### src/rtl/pc_pkg.sv
package pc_pkg;
  typedef enum logic [1:0] {
    M_IDLE = 2'b00,
    M_GATE = 2'b01,
    M_PER  = 2'b10,
    M_INTV = 2'b11
  } mode_e;
endpackage

### src/rtl/pc_edge.sv
module pc_edge #(
  parameter int N = 2
) (
  input  logic         clk_i,
  input  logic         rst_ni,
  input  logic [N-1:0] pin_i,
  output logic [N-1:0] lvl_o,
  output logic [N-1:0] rise_o,
  output logic [N-1:0] fall_o
);
  for (genvar g = 0; g < N; g++) begin : g_pin
    logic s1_q, s2_q, prev_q;
    always_ff @(posedge clk_i or negedge rst_ni) begin
      if (!rst_ni) begin
        s1_q   <= 1'b0;
        s2_q   <= 1'b0;
        prev_q <= 1'b0;
      end else begin
        s1_q   <= pin_i[g];
        s2_q   <= s1_q;
        prev_q <= s2_q;
      end
    end
    assign lvl_o[g]  = s2_q;
    assign rise_o[g] = s2_q & ~prev_q;
    assign fall_o[g] = ~s2_q & prev_q;

    AST_RISE_ONE_CYCLE: assert property (@(posedge clk_i) disable iff (!rst_ni)
      rise_o[g] |=> !rise_o[g]);
    AST_FALL_ONE_CYCLE: assert property (@(posedge clk_i) disable iff (!rst_ni)
      fall_o[g] |=> !fall_o[g]);
  end
endmodule

### src/rtl/pc_core.sv
module pc_core
  import pc_pkg::*;
#(
  parameter int DATA_W = 32,
  localparam int CNT_W = DATA_W - 2
) (
  input  logic              clk_i,
  input  logic              rst_ni,
  input  logic              cmd_take_i,
  input  logic [DATA_W-1:0] cmd_word_i,
  input  logic              a_rise_i,
  input  logic              b_rise_i,
  input  logic              b_fall_i,
  input  logic              b_lvl_i,
  output mode_e             mode_o,
  output logic              emit_o,
  output logic [CNT_W-1:0]  val_o
);
  localparam logic [CNT_W-1:0] MAX = {CNT_W{1'b1}};
  localparam logic [CNT_W-1:0] ONE = CNT_W'(1);

  function automatic logic [CNT_W-1:0] sat_inc(input logic [CNT_W-1:0] v);
    return (v == MAX) ? v : v + ONE;
  endfunction

  mode_e            mode_q, mode_d;
  logic [CNT_W-1:0] per_q, per_d, cnt_q, cnt_d, tmr_q, tmr_d;
  logic             arm_q, arm_d;

  always_comb begin
    mode_d = mode_q;
    per_d  = per_q;
    cnt_d  = cnt_q;
    tmr_d  = tmr_q;
    arm_d  = arm_q;
    emit_o = 1'b0;
    val_o  = '0;
    if (cmd_take_i) begin
      mode_d = mode_e'(cmd_word_i[1:0]);
      per_d  = cmd_word_i[DATA_W-1:2];
      cnt_d  = '0;
      tmr_d  = '0;
      arm_d  = 1'b0;
    end else begin
      unique case (mode_q)
        M_GATE: begin
          if (b_fall_i) begin
            emit_o = 1'b1;
            val_o  = cnt_q;
            cnt_d  = '0;
          end else if (a_rise_i && b_lvl_i) begin
            cnt_d = sat_inc(cnt_q);
          end
        end
        M_PER: begin
          if (per_q != '0) begin
            if (a_rise_i) cnt_d = sat_inc(cnt_q);
            if (tmr_q == per_q - ONE) begin
              emit_o = 1'b1;
              val_o  = cnt_d;
              cnt_d  = '0;
              tmr_d  = '0;
            end else begin
              tmr_d = tmr_q + ONE;
            end
          end
        end
        M_INTV: begin
          if (arm_q) tmr_d = sat_inc(tmr_q);
          if (arm_q && b_rise_i) begin
            emit_o = 1'b1;
            val_o  = sat_inc(tmr_q);
            arm_d  = 1'b0;
          end
          // start wins over disarm: re-arm from this cycle
          if (a_rise_i) begin
            arm_d = 1'b1;
            tmr_d = '0;
          end
        end
        default: ;
      endcase
    end
  end

  always_ff @(posedge clk_i or negedge rst_ni) begin
    if (!rst_ni) begin
      mode_q <= M_IDLE;
      per_q  <= '0;
      cnt_q  <= '0;
      tmr_q  <= '0;
      arm_q  <= 1'b0;
    end else begin
      mode_q <= mode_d;
      per_q  <= per_d;
      cnt_q  <= cnt_d;
      tmr_q  <= tmr_d;
      arm_q  <= arm_d;
    end
  end

  assign mode_o = mode_q;

  AST_STOP_NEEDS_ARM: assert property (@(posedge clk_i) disable iff (!rst_ni)
    (mode_q == M_INTV && !arm_q && b_rise_i && !cmd_take_i) |-> !emit_o);
  AST_START_ARMS: assert property (@(posedge clk_i) disable iff (!rst_ni)
    (mode_q == M_INTV && a_rise_i && !cmd_take_i) |=> arm_q);
endmodule

### src/rtl/pc_tx.sv
module pc_tx #(
  parameter int DATA_W = 32
) (
  input  logic              clk_i,
  input  logic              rst_ni,
  input  logic              cmd_take_i,
  input  logic              emit_i,
  input  logic [DATA_W-1:0] word_i,
  input  logic              full_i,
  output logic              wr_o,
  output logic [DATA_W-1:0] data_o,
  output logic              ovf_o
);
  always_ff @(posedge clk_i or negedge rst_ni) begin
    if (!rst_ni) begin
      wr_o   <= 1'b0;
      data_o <= '0;
      ovf_o  <= 1'b0;
    end else begin
      wr_o <= emit_i && !full_i;
      if (emit_i && !full_i) data_o <= word_i;
      if (cmd_take_i)                ovf_o <= 1'b0;
      else if (emit_i && full_i)     ovf_o <= 1'b1;
    end
  end

  AST_NO_WRITE_WHEN_FULL: assert property (@(posedge clk_i) disable iff (!rst_ni)
    wr_o |-> !$past(full_i));
  AST_OVF_STICKY: assert property (@(posedge clk_i) disable iff (!rst_ni)
    (ovf_o && !cmd_take_i) |=> ovf_o);
endmodule

### src/rtl/photon_gate_counter.sv
module photon_gate_counter
  import pc_pkg::*;
#(
  parameter int DATA_W = 32
) (
  input  logic              clk_i,
  input  logic              rst_ni,
  input  logic              pin_a_i,
  input  logic              pin_b_i,
  input  logic [DATA_W-1:0] cmd_data_i,
  input  logic              cmd_exists_i,
  output logic              cmd_read_o,
  output logic [DATA_W-1:0] res_data_o,
  output logic              res_write_o,
  input  logic              res_full_i,
  output logic              ovf_o
);
  localparam int CNT_W = DATA_W - 2;

  logic [1:0]       lvl, rise, fall;
  mode_e            mode;
  logic             emit;
  logic [CNT_W-1:0] val;

  assign cmd_read_o = cmd_exists_i;

  pc_edge #(.N(2)) u_edge (
    .clk_i  (clk_i),
    .rst_ni (rst_ni),
    .pin_i  ({pin_b_i, pin_a_i}),
    .lvl_o  (lvl),
    .rise_o (rise),
    .fall_o (fall)
  );

  pc_core #(.DATA_W(DATA_W)) u_core (
    .clk_i      (clk_i),
    .rst_ni     (rst_ni),
    .cmd_take_i (cmd_exists_i),
    .cmd_word_i (cmd_data_i),
    .a_rise_i   (rise[0]),
    .b_rise_i   (rise[1]),
    .b_fall_i   (fall[1]),
    .b_lvl_i    (lvl[1]),
    .mode_o     (mode),
    .emit_o     (emit),
    .val_o      (val)
  );

  pc_tx #(.DATA_W(DATA_W)) u_tx (
    .clk_i      (clk_i),
    .rst_ni     (rst_ni),
    .cmd_take_i (cmd_exists_i),
    .emit_i     (emit),
    .word_i     ({mode, val}),
    .full_i     (res_full_i),
    .wr_o       (res_write_o),
    .data_o     (res_data_o),
    .ovf_o      (ovf_o)
  );

  AST_TAG_MATCHES_MODE: assert property (@(posedge clk_i) disable iff (!rst_ni)
    res_write_o |-> (res_data_o[DATA_W-1 -: 2] == $past(mode)));
  AST_IDLE_SILENT: assert property (@(posedge clk_i) disable iff (!rst_ni)
    (mode == M_IDLE) |=> !res_write_o);
endmodule

### config.mk
export PLATFORM = sky130hd
export DESIGN_NAME = photon_gate_counter
export DESIGN_NICKNAME = d
export VERILOG_FILES = /design/src/rtl/pc_pkg.sv /design/src/rtl/pc_edge.sv /design/src/rtl/pc_core.sv /design/src/rtl/pc_tx.sv /design/src/rtl/photon_gate_counter.sv
export SDC_FILE = /design/constraint.sdc
export NUM_CORES = 1
export LEC_CHECK = 0
export BUFFER_PORTS_ARGS = -buffer_cell sky130_fd_sc_hd__buf_2
export CAP_MARGIN = 15
export CORE_MARGIN = 2
export CORE_UTILIZATION = 35
export DETAILED_ROUTE_END_ITERATION = 16
export PLACE_DENSITY = 0.49
export SYNTH_ARGS = -nofsm -noshare
export SYNTH_HDL_FRONTEND = slang
export SYNTH_SLANG_ARGS = --single-unit
### constraint.sdc
create_clock -name clk_i -period 5.72 [get_ports clk_i]
set_input_delay 0.572 -clock clk_i [delete_from_list [all_inputs] [get_ports clk_i]]
set_output_delay 0.572 -clock clk_i [all_outputs]
set_load 0.01 [all_outputs]
**After elaboration in Yosys (flattened, before gate mapping)**

Cells that the tools add are included.

- Output and inout bits: 35
- Word-level logic and storage cells: 79
- Bits in read-only memories: 0
- Bits in latches: 0
- Memory bits (writable): 0
- Memories: 0
- Input port bits: 38
- Bits in registers: 133

- Add/subtract/negate cells: 3
- Reduce and logical (&&, ||, !) cells: 14
- Div/mod/pow operators: 0
- $lt $le $gt $ge: 0
- Muxes and demuxes: 33
- Multiply operators: 0
- Bitwise operators: 6
- Shift operators: 0
- Eq/ne operators: 9

Operator list:

| operator | count |
|---|---|
| $mux 30 | 18 |
| $pmux 30 s2 | 2 |
| $pmux 30 s3 | 1 |
| $add 30x1->30 const B | 2 |
| $eq 30x30->1 const B | 2 |
| $eq 30x30->1 | 1 |
| $reduce_bool 30->1 | 1 |
| $sub 30x1->30 const B | 1 |
| $mux 1 | 11 |
| $reduce_bool 3->1 | 3 |
| $ne 4x2->1 const B | 2 |
| $reduce_and 3->1 | 2 |
| $eq 2x2->1 const B | 2 |
| $logic_and 1x1->1 | 4 |
| $reduce_bool 2->1 | 2 |
| $and 1x1->1 | 3 |
| $ne 3x2->1 const B | 1 |
| $not 1->1 | 3 |
| $pmux 1 s3 | 1 |
| $eq 2x1->1 const B | 1 |
| $reduce_and 2->1 | 1 |
| $logic_not 1->1 | 1 |

**Depth between registers and ports, before layout**

Gate-level depths: netlist of run 1.

- Depth after elaboration: 9
- Depth in mapped cells: 15
- Mapped depth without buffers: 12

**By module**

A second synthesis of run 1 with hierarchy kept.

- Cell total of the unflattened synthesis: 1073
- Area total of the unflattened synthesis: 9232.6 sq um

By module, submodules not included:

| module | cells an instance | sequential area each (sq um) | area an instance (sq um) | times used |
|---|---|---|---|---|
| pc_core | 987 | 2327.2 | 7611.0 | 1 |
| pc_tx | 73 | 850.8 | 1413.9 | 1 |
| pc_edge | 12 | 150.1 | 200.2 | 1 |
| photon_gate_counter | 1 | 0.0 | 7.5 | 1 |

**Worst setup path before layout of run 1**

Ideal clock, no wire load.

- Kind: register to register
- Start point: reg u_core.per_q[2]
- End point: reg u_core.cnt_q[13]
- Stages on the path, launching flop included: 16
- Path buffers: 5
- Data arrival time: 3472 ps
- Slack: 2103 ps
- Setup time: 145 ps
- Clock period less this slack: 3617 ps
- Required time: 5575 ps
- Cells stage by stage: dfrtp_1 -> buf_6 -> or4_4 -> buf_6 -> or4_4 -> buf_6 -> nor2_1 -> xnor2_1 -> or3b_2 -> nor4_1 -> nand2_1 -> buf_6 -> a21o_1 -> nor2_4 -> buf_2 -> a311oi_1

- Cells in the longest elaborated chain, start to end: 6
- Elaborated cells on any way between the ends: 9

Ends and longest elaborated chain:

| item | RTL line | text |
|---|---|---|
| start: declaration | pc_core.sv:27 | `logic [CNT_W-1:0] per_q, per_d, cnt_q, cnt_d, tmr_q, tmr_d;` |
| start signal: assignment | pc_core.sv:95 | `per_q <= per_d;` |
| $sub 30x1->30 | pc_core.sv:58 | `if (tmr_q == per_q - ONE) begin` |
| $eq 30x30->1 | pc_core.sv:58 |  |
| $mux 30 | pc_core.sv:58 |  |
| $mux 30 | pc_core.sv:56 | `if (per_q != '0) begin` |
| $pmux 30 s2 | pc_core.sv:45 | `unique case (mode_q)` |
| $mux 30 | pc_core.sv:38 | `if (cmd_take_i) begin` |
| end signal: assignment | pc_core.sv:96 | `cnt_q <= cnt_d;` |
| end: declaration | pc_core.sv:27 |  |

Several ways; a longest one is shown, not always the timed one. The select of a mux whose other input is x is not followed.
A chain may end at the register's enable or synchronous reset.

**Worst setup path in the final report of run 1**

- Start point: reg u_core.per_q[8]
- End point: reg u_tx.data_o[18]

- Cells in the longest elaborated chain, start to end: 7
- Elaborated cells on any way between the ends: 12

Ends and longest elaborated chain:

| item | RTL line | text |
|---|---|---|
| $sub 30x1->30 | pc_core.sv:58 |  |
| $eq 30x30->1 | pc_core.sv:58 |  |
| $mux 1 | pc_core.sv:58 |  |
| $mux 1 | pc_core.sv:56 |  |
| $pmux 1 s3 | pc_core.sv:45 |  |
| $mux 1 | pc_core.sv:38 |  |
| $logic_and 1x1->1 | pc_tx.sv:21 | `if (emit_i && !full_i) data_o <= word_i;` |
| end signal: assignment | pc_tx.sv:21 |  |
| end: declaration | pc_tx.sv:11 | `output logic [DATA_W-1:0] data_o,` |

Several ways; a longest one is shown, not always the timed one.

==> key figures, run 1 <==
Timing
  – Setup total negative slack: 0 ns
  – Unrepaired setup endpoints after global routing: no
  – Worst-Margin Slew: between 0.8 and 0.9 ns
  – Peak Freq: between 200 and 250 MHz
  – Setup violations, final: 0
  – Hold Violations, Final: 0
  – Number of max-slew violations in the final report: 0
  – Max-slew headroom: 0.4113
  – Clock tree skew after final layout: approximately 0.0096 ns
  – Smallest setup slack after layout: ~1 ns
  – Final clock period utilization by the worst path: 0.8259
  – Final Critical Period: 4.724 ns

Drt
  – DRT antenna net count: 0
  – Avg WL per Cell: around 20 um
  – Number of design rule violations left after detail routing: 0
  – Drt pass-1 iters: 6
  – Total Routed Length: about 27000 um
  – Iteration-0 DRC Markers: 695
  – Total via count after detailed routing: around 8k
  – Via density per instance: between 5 and 6

Synthesis
  – Library cell occupying the most area in the post-synthesis netlist: sky130_fd_sc_hd__dfrtp_1
  – Count of flip-flops with a built-in enable after synthesis: 0
  – Portion of synthesized cell area occupied by the leading cell type: 0.3830
  – Leading post-synthesis cells by cell area: sky130_fd_sc_hd__dfrtp_1 (38%), sky130_fd_sc_hd__xnor2_1 (5.0%), sky130_fd_sc_hd__nor2_1 (4.8%)
  – Mapped Area: just under 9000 sq um
  – Primary FF master, synth: sky130_fd_sc_hd__dfrtp_1
  – Flip-flop and latch count after synthesis: about 130
  – Async SR Flop Fraction: 1.000
  – Average footprint of a synthesized cell: between 8 and 9 sq um
  – Sequential share of the synthesized area: 0.3830
  – Post-synthesis instance total: just over 1k
  – Synth cell types: roughly 80
  – Net count after synthesis: about 1.1k
  – Synthesis Warnings: 0

Cells and area
  – Share of layout cells above drive strength 1: 0.1676
  – Area added between synthesis and finish: 13.42%
  – Combined area of the multi-input logic cells: 5016 sq um
  – Post-layout util: 0.4053
  – Commonest non-fill, non-tap cells in the layout: sky130_fd_sc_hd__dfrtp_1 (133), sky130_fd_sc_hd__nor2_1 (110), sky130_fd_sc_hd__nand2_1 (96), sky130_fd_sc_hd__a21oi_1 (78), sky130_fd_sc_hd__buf_2 (71)
  – Number of antenna cells inserted: 0
  – Most frequent standard cell in the layout excluding fill and tap cells: sky130_fd_sc_hd__dfrtp_1
  – Sequential standard cell area: around 3300 sq um
  – Post-layout net count: 1084
  – Number of fillers in the final layout: between 2k and 2.5k

Global route
  – Aggregate global routing overflow: 0
  – Wire length of the first global-routing pass: 43500 um
  – Pin count of the biggest net entering global routing: 89
  – Number of antenna violations at the first check in global routing: 0
  – All-layer global routing usage: 0.2141
  – Number of global-route vias before repair: 7461

Clock network
  – Clock-pin transition on the worst setup and hold timing paths: about 0.060 ns
  – TritonCTS buffer count: 17
  – Cells resized by post-CTS repair: 0
  – Post-CTS Repair Setup Buffers: 0
  – Buffer type at the clock tree root: sky130_fd_sc_hd__clkbuf_16
  – Number of levels in the clock H-tree: 4
  – Post-cts hold buffer count: 0
  – Sinks on the clock net: roughly 130
  – Latest clock arrival within the worst-skew pair: ~0.43 ns
  – Clock tree from TritonCTS: built
  – Max Root-Sink Buffers: 2

Power
  – Total leakage power: around 3.9 nW
  – Power Density: between 200 and 300 nW/um^2
  – Peak supply drop: between 0.15 and 0.2 mV

Flow run
  – Max-Cap Viols: 0

Worst setup path
  – Critical Path End Type: flop
  – Logic depth of the worst register-to-register path: 11
  – Required arrival time at the worst endpoint: 6.07 ns
  – Category of the critical setup timing path: reg -> reg
  – Signal arrival time at the worst endpoint: ~5.1 ns
  – Beginning of the worst register-to-register path: u_core.per_q[8]
  – Largest fanout on the critical path: 39
  – Kind of start point of the critical path: flop
  – Slack of the worst reg-to-reg path: 1.0 ns
  – Worst r2r dst: u_tx.data_o[18]
  – Critical path origin: u_core.per_q[8]

Die
  – Die span in x: 161.6 um
  – Starting utilization of the core area: 0.3573
  – Overall die area: ~26000 sq um
  – Placeable Area: 24320 sq um
  – Vertical die dimension: ~160 um
  – I/O Pins: 73
  – Cell Rows: 57

Placement
  – RePlAce Congestion: about 0.84
  – Hpwl dp: between 15000 and 20000 um
  – I/O Buffers: 72
  – Placement-stage worst setup slack: approximately 1.1 ns

Status
  – Run status: finished clean

Worst hold path
  – Type of the tightest min-delay check: in -> async
## critical path, cell delays in order, from the launching register on
cell and delay (ns):
sky130_fd_sc_hd__dfrtp_1 0.43, sky130_fd_sc_hd__nor4_1 0.69, sky130_fd_sc_hd__nand3_1 0.47, sky130_fd_sc_hd__o31a_1 0.42, sky130_fd_sc_hd__o32ai_1 0.34, sky130_fd_sc_hd__o22ai_1 0.15, sky130_fd_sc_hd__nor4_2 0.36, sky130_fd_sc_hd__nand3_1 0.48
sky130_fd_sc_hd__a21boi_4 0.80, sky130_fd_sc_hd__buf_12 0.27, sky130_fd_sc_hd__nor2_1 0.06, sky130_fd_sc_hd__a31oi_1 0.14
## cell usage after synthesis, types with 4 or more instances
| cell | n |
|---|---|
| sky130_fd_sc_hd__a211oi_1 | 4 |
| sky130_fd_sc_hd__a21o_1 | 13 |
| sky130_fd_sc_hd__a21oi_1 | 78 |
| sky130_fd_sc_hd__a221oi_1 | 13 |
| sky130_fd_sc_hd__a22o_1 | 13 |
| sky130_fd_sc_hd__a311oi_1 | 16 |
| sky130_fd_sc_hd__a31oi_1 | 25 |
| sky130_fd_sc_hd__a32o_1 | 7 |
| sky130_fd_sc_hd__and2_1 | 8 |
| sky130_fd_sc_hd__and3_1 | 18 |
| sky130_fd_sc_hd__and4_1 | 7 |
| sky130_fd_sc_hd__buf_1 | 6 |
| sky130_fd_sc_hd__buf_2 | 11 |
| sky130_fd_sc_hd__buf_6 | 4 |
| sky130_fd_sc_hd__clkbuf_1 | 47 |
| sky130_fd_sc_hd__dfrtp_1 | 133 |
| sky130_fd_sc_hd__inv_1 | 13 |
| sky130_fd_sc_hd__mux2_2 | 30 |
| sky130_fd_sc_hd__nand2_1 | 96 |
| sky130_fd_sc_hd__nand2b_1 | 12 |
| sky130_fd_sc_hd__nand3_1 | 40 |
| sky130_fd_sc_hd__nand3b_1 | 4 |
| sky130_fd_sc_hd__nand4_1 | 13 |
| sky130_fd_sc_hd__nor2_1 | 110 |
| sky130_fd_sc_hd__nor2b_1 | 11 |
| sky130_fd_sc_hd__nor3_1 | 28 |
| sky130_fd_sc_hd__nor4_1 | 14 |
| sky130_fd_sc_hd__o211ai_1 | 9 |
| sky130_fd_sc_hd__o21ai_0 | 46 |
| sky130_fd_sc_hd__o31a_1 | 5 |
| sky130_fd_sc_hd__or2_2 | 6 |
| sky130_fd_sc_hd__or3_1 | 11 |
| sky130_fd_sc_hd__or4_1 | 7 |
| sky130_fd_sc_hd__xnor2_1 | 50 |
| sky130_fd_sc_hd__xor2_1 | 25 |
## power breakdown
part	total (mW)	switching (mW)	internal [mW]
sequential	1.15	0.0999	1.05
combinational	0.465	0.273	0.192
clock	1.12	0.464	0.656
## metrics by stage
stage	instance area [sq um]	cells	hold slack, ns	power, mW
2_1_floorplan	8690	1009	0.2764	1.427
3_3_place_gp	9268	1348	0.3321	1.622
3_5_place_dp	9268	1348	0.3347	1.630
4_1_cts	9856	1380	0.2275	2.760
5_1_grt	9856	1380	0.2245	2.875
6_report	9856	1380	0.2287	2.731
## how the worst max path moves through the flow
stage	depth (start not counted)	to
2_1_floorplan	15	u_core.cnt_q[13]
3_3_place_gp	13	u_tx.data_o[7]
3_5_place_dp	13	u_tx.data_o[18]
4_1_cts	13	u_tx.data_o[18]
5_1_grt	13	u_tx.data_o[7]
6_report	11	u_tx.data_o[18]
## flip-flops by register name, summed over array words and instances, names as in the netlist
register and count:
u_core.tmr_q 30, u_core.cnt_q 30, u_edge.g_pin.prev_q 2, u_core.per_q 30, u_tx.data_o 32, u_tx.ovf_o 1
u_core.mode_o 2, u_core.arm_q 1, u_edge.g_pin.s1_q 2, u_tx.wr_o 1, u_edge.g_pin.s2_q 2
## cell type report
class                           count  share of cell area
Multi-Input combinational cell    794              0.5090
Sequential cell                   133              0.3377
Timing Repair Buffer               84             0.04761
Clock buffer                       18             0.04456
Tap cell                          324             0.04113
Clock inverter                     14             0.01511
Inverter                           13            0.004951
## kinds of logic after synthesis
kind of cell,synth area share
flip-flops,0.3830
AO/OA/AOI/OAI,0.2086
buffers and inverters,0.04089
AND/OR/NAND/NOR,0.2435
multiplexers,0.04406
adder cells (fa/ha/maj),0.004320
XOR/XNOR,0.07559
## routing by layer
layer / track usage / share of wire / up-vias
li1: - / - / 3786
met1: 0.3183 / 0.50 / 3899
met2: 0.3244 / 0.44 / 227
met3: 0.03749 / 0.051 / 23
met4: 0.04667 / 0.011 / 0
met5: 0 / 0 / -
Note: power is estimated with default switching activity, not from simulation.
==> run 2, diff against run 1 <==
--- a/config.mk
+++ b/config.mk
@@ -10,7 +10,7 @@
 export CORE_MARGIN = 2
 export CORE_UTILIZATION = 35
 export DETAILED_ROUTE_END_ITERATION = 16
-export PLACE_DENSITY = 0.49
+export PLACE_DENSITY = 0.51
 export SYNTH_ARGS = -nofsm -noshare
 export SYNTH_HDL_FRONTEND = slang
 export SYNTH_SLANG_ARGS = --single-unit
==> constraint.sdc (replaced) <==
create_clock -name clk_i -period 4.2 [get_ports clk_i]
set_input_delay 0.42 -clock clk_i [delete_from_list [all_inputs] [get_ports clk_i]]
set_output_delay 0.42 -clock clk_i [all_outputs]
set_load 0.01 [all_outputs]
==> run 2 against run 1 <==
  * First-iteration DRC count increased by 2.7%
  * Wire length shrank 0.16%
  * Sequential power rose by 36%
  * Utilization grew 1.4 points
  * Clock skew barely moved
  * Flip-flop and latch count unchanged
  * Global-route usage rose by 0.25 points
  * Die area unchanged
  * Worst setup slack got worse by 0.81 ns
  * Count of clock-buffer cells in the layout is the same
  * Cell count rose by 2.3%
  * Critical endpoint is now u_core.tmr_q[4]
  * Largest power group is now the clock network
==> key figures, run 2 (synthesized netlist as in run 1, its figures left out) <==
Global route
  – All-layer global routing usage: 0.2166 (+0.002509)
  – Number of antenna violations at the first check in global routing: 0 (unchanged)
  – Number of global-route vias before repair: 7558 (+1.3%)
  – Pin count of the biggest net entering global routing: 85 (-4.5%)
  – Wire length of the first global-routing pass: 44120 um (+1.4%)
  – Aggregate global routing overflow: 0 (unchanged)

Timing
  – Setup violations, final: 0 (unchanged)
  – Max-slew headroom: 0.3661 (-0.04517)
  – Number of max-slew violations in the final report: 0 (unchanged)
  – Peak Freq: 249.4 MHz (+18%)
  – Hold Violations, Final: 0 (unchanged)
  – Unrepaired setup endpoints after global routing: no
  – Worst-Margin Slew: 0.9435 ns (+0.06050 ns)
  – Final clock period utilization by the worst path: 0.9546 (+0.1287)
  – Clock tree skew after final layout: 0.009559 ns (-0.00006406 ns)
  – Setup total negative slack: 0 ns (unchanged)
  – Final Critical Period: 4.010 ns (-0.7148 ns)

Drt
  – Iteration-0 DRC Markers: 714 (+2.7%)
  – DRT antenna net count: 0 (unchanged)
  – Drt pass-1 iters: 5 (-1)
  – Number of design rule violations left after detail routing: 0 (unchanged)
  – Via density per instance: 5.668 (-1.4%)
  – Total Routed Length: 27400 um (-0.16%)
  – Total via count after detailed routing: 8003 (+0.86%)
  – Avg WL per Cell: 19.41 um (-2.4%)

Cells and area
  – Number of fillers in the final layout: 2439 (-1.5%)
  – Area added between synthesis and finish: 17.32%
  – Flip-flop count of the largest register after layout: 32 (unchanged)
  – Number of antenna cells inserted: 0 (unchanged)
  – Commonest non-fill, non-tap cells in the layout: sky130_fd_sc_hd__dfrtp_1 (133), sky130_fd_sc_hd__nor2_1 (110), sky130_fd_sc_hd__nand2_1 (96), sky130_fd_sc_hd__a21oi_1 (78), sky130_fd_sc_hd__buf_2 (71)
  – Share of layout cells above drive strength 1: 0.1921 (+0.02448)
  – Post-layout net count: 1116 (+3.0%)
  – Post-layout util: 0.4192 (+0.01394)
  – Cell Count, Final, Fillers Out: 1412 (+2.3%)
  – Register bank with the most flops: u_tx.data_o
  – Most frequent standard cell in the layout excluding fill and tap cells: sky130_fd_sc_hd__dfrtp_1

Clock network
  – Clock tree from TritonCTS: built
  – Max Root-Sink Buffers: 2 (unchanged)
  – Post-cts hold buffer count: 0 (unchanged)
  – Post-CTS Repair Setup Buffers: 0 (unchanged)
  – Latest clock arrival within the worst-skew pair: 0.43 ns (about the same)
  – Clock-pin transition on the worst setup and hold timing paths: 0.07 ns (about the same)
  – Buffer type at the clock tree root: sky130_fd_sc_hd__clkbuf_16
  – Sinks on the clock net: 133 (unchanged)
  – Number of levels in the clock H-tree: 4 (unchanged)
  – TritonCTS buffer count: 17 (unchanged)
  – Cells resized by post-CTS repair: 0 (unchanged)

Worst setup path
  – Number of buffer and inverter stages on the critical path: 2 (+1)
  – Worst path slowest cell: sky130_fd_sc_hd__or3b_2
  – Critical Path End Type: flop
  – Signal arrival time at the worst endpoint: 4.33 ns (-0.74 ns)
  – Stage delay of the slowest cell on the critical path: 0.53 ns (-0.27 ns)
  – Kind of start point of the critical path: flop
  – Required arrival time at the worst endpoint: 4.52 ns (-1.55 ns)
  – Slack of the worst reg-to-reg path: 0.19 ns (-0.81 ns)
  – Critical path, cell by cell: inv_1 > ha_1 > or3b_2 > or3_1 > o32a_1 > a31o_1 > or3b_2 > nor4_1 > nand2_1 > buf_12 > o21a_1 > a21o_1 > a211o_1
  – Largest fanout on the critical path: 20 (-49%)
  – CP top delay family: simple AND/OR/NAND/NOR gates
  – Category of the critical setup timing path: reg -> reg
  – Dominant cell type by count on the critical path: sky130_fd_sc_hd__or3b_2

Die
  – Starting utilization of the core area: 0.3573 (unchanged)
  – Vertical die dimension: 161.6 um (unchanged)
  – Placeable Area: 24320 sq um (unchanged)
  – Cell Rows: 57 (unchanged)
  – I/O Pins: 73 (unchanged)
  – Overall die area: 26100 sq um (unchanged)
  – Die span in x: 161.6 um (unchanged)

Power
  – Power Density: 385.1 nW/um^2 (+39%)
  – Peak supply drop: 0.2758 mV (+79%)
  – Total leakage power: 4.103 nW (+5.4%)

Placement
  – RePlAce Congestion: 0.8375 (-0.73%)
  – Post-placement cell count: 1380 (+2.4%)
  – I/O Buffers: 72 (unchanged)
  – Hpwl dp: 19790 um (+1.2%)

Flow run
  – Max-Cap Viols: 0 (unchanged)

Worst hold path
  – Type of the tightest min-delay check: in -> async

Status
  – Run status: finished clean
run 2: cell types whose count changed in the layout (fill, tap and decap cells not counted), sizes merged:
| cell | previous run | this run |
|---|---|---|
| buf | 84 | 116 |
| bufinv | 2 | 5 |
| inv | 17 | 16 |
| clkinvlp | 4 | 2 |
run 2: layout make-up:
| type | count | area [sq um] | area share |
|---|---|---|---|
| Multi-Input combinational cell | 794 | 5016 | 0.4920 |
| Sequential cell | 133 | 3328 | 0.3265 |
| Timing Repair Buffer | 116 | 734.5 | 0.07204 |
| Clock buffer | 18 | 439.2 | 0.04308 |
| Tap cell | 324 | 405.4 | 0.03976 |
| Clock inverter | 14 | 222.7 | 0.02185 |
| Inverter | 13 | 48.80 | 0.004786 |
run 2: final timing paths:
kind                                           start                   end  cells after the start
worst max register to register       u_core.per_q[0]       u_core.tmr_q[4]                     13
worst max-delay path                 u_core.per_q[0]       u_core.tmr_q[4]                     13
min in group clk_i                           pin_b_i  u_edge.g_pin[1].s1_q                      1
worst min register to register  u_edge.g_pin[1].s1_q  u_edge.g_pin[1].s2_q                      0
max in group asynchronous                     rst_ni       u_tx.data_o[19]                      2
worst min-delay path                          rst_ni      u_core.per_q[24]                      1
run 2: through the flow:
stage / hold WS (ns) / total power, mW / instance area [sq um] / worst slack [ns]
global placement: 0.3328 / 2.236 / 9533 / 0.2682
finish: 0.06410 / 3.926 / 10190 / 0.1905
detailed placement: 0.3365 / 2.242 / 9533 / 0.2358
floorplan: 0.1244 / 1.943 / 8690 / 0.5830
CTS: 0.08019 / 3.959 / 10190 / 0.2079
global route: 0.07715 / 4.109 / 10190 / 0.03745
run 2: worst reg2reg max path, stage by stage (launching register included):
cell                      delay, ns
sky130_fd_sc_hd__dfrtp_1       0.42
sky130_fd_sc_hd__inv_1         0.09
sky130_fd_sc_hd__ha_1          0.21
sky130_fd_sc_hd__or3b_2        0.53
sky130_fd_sc_hd__or3_1         0.35
sky130_fd_sc_hd__o32a_1        0.16
sky130_fd_sc_hd__a31o_1        0.26
sky130_fd_sc_hd__or3b_2        0.45
sky130_fd_sc_hd__nor4_1        0.20
sky130_fd_sc_hd__nand2_1       0.14
sky130_fd_sc_hd__buf_12        0.19
sky130_fd_sc_hd__o21a_1        0.38
sky130_fd_sc_hd__a21o_1        0.24
sky130_fd_sc_hd__a211o_1       0.28
run 2: power breakdown:
group	switching (mW)	internal (mW)	total, mW
clock network	0.630	1.08	1.71
logic	0.380	0.284	0.663
registers	0.132	1.42	1.56
run 2: layer usage:
layer | up-vias | routed length [um] | global-route usage
met2 | 245 | 12030 | 0.3203
met3 | 19 | 1335 | 0.03826
met5 | - | 0 | 0
li1 | 3842 | - | -
met4 | 0 | 318 | 0.04343
met1 | 3897 | 13720 | 0.3300
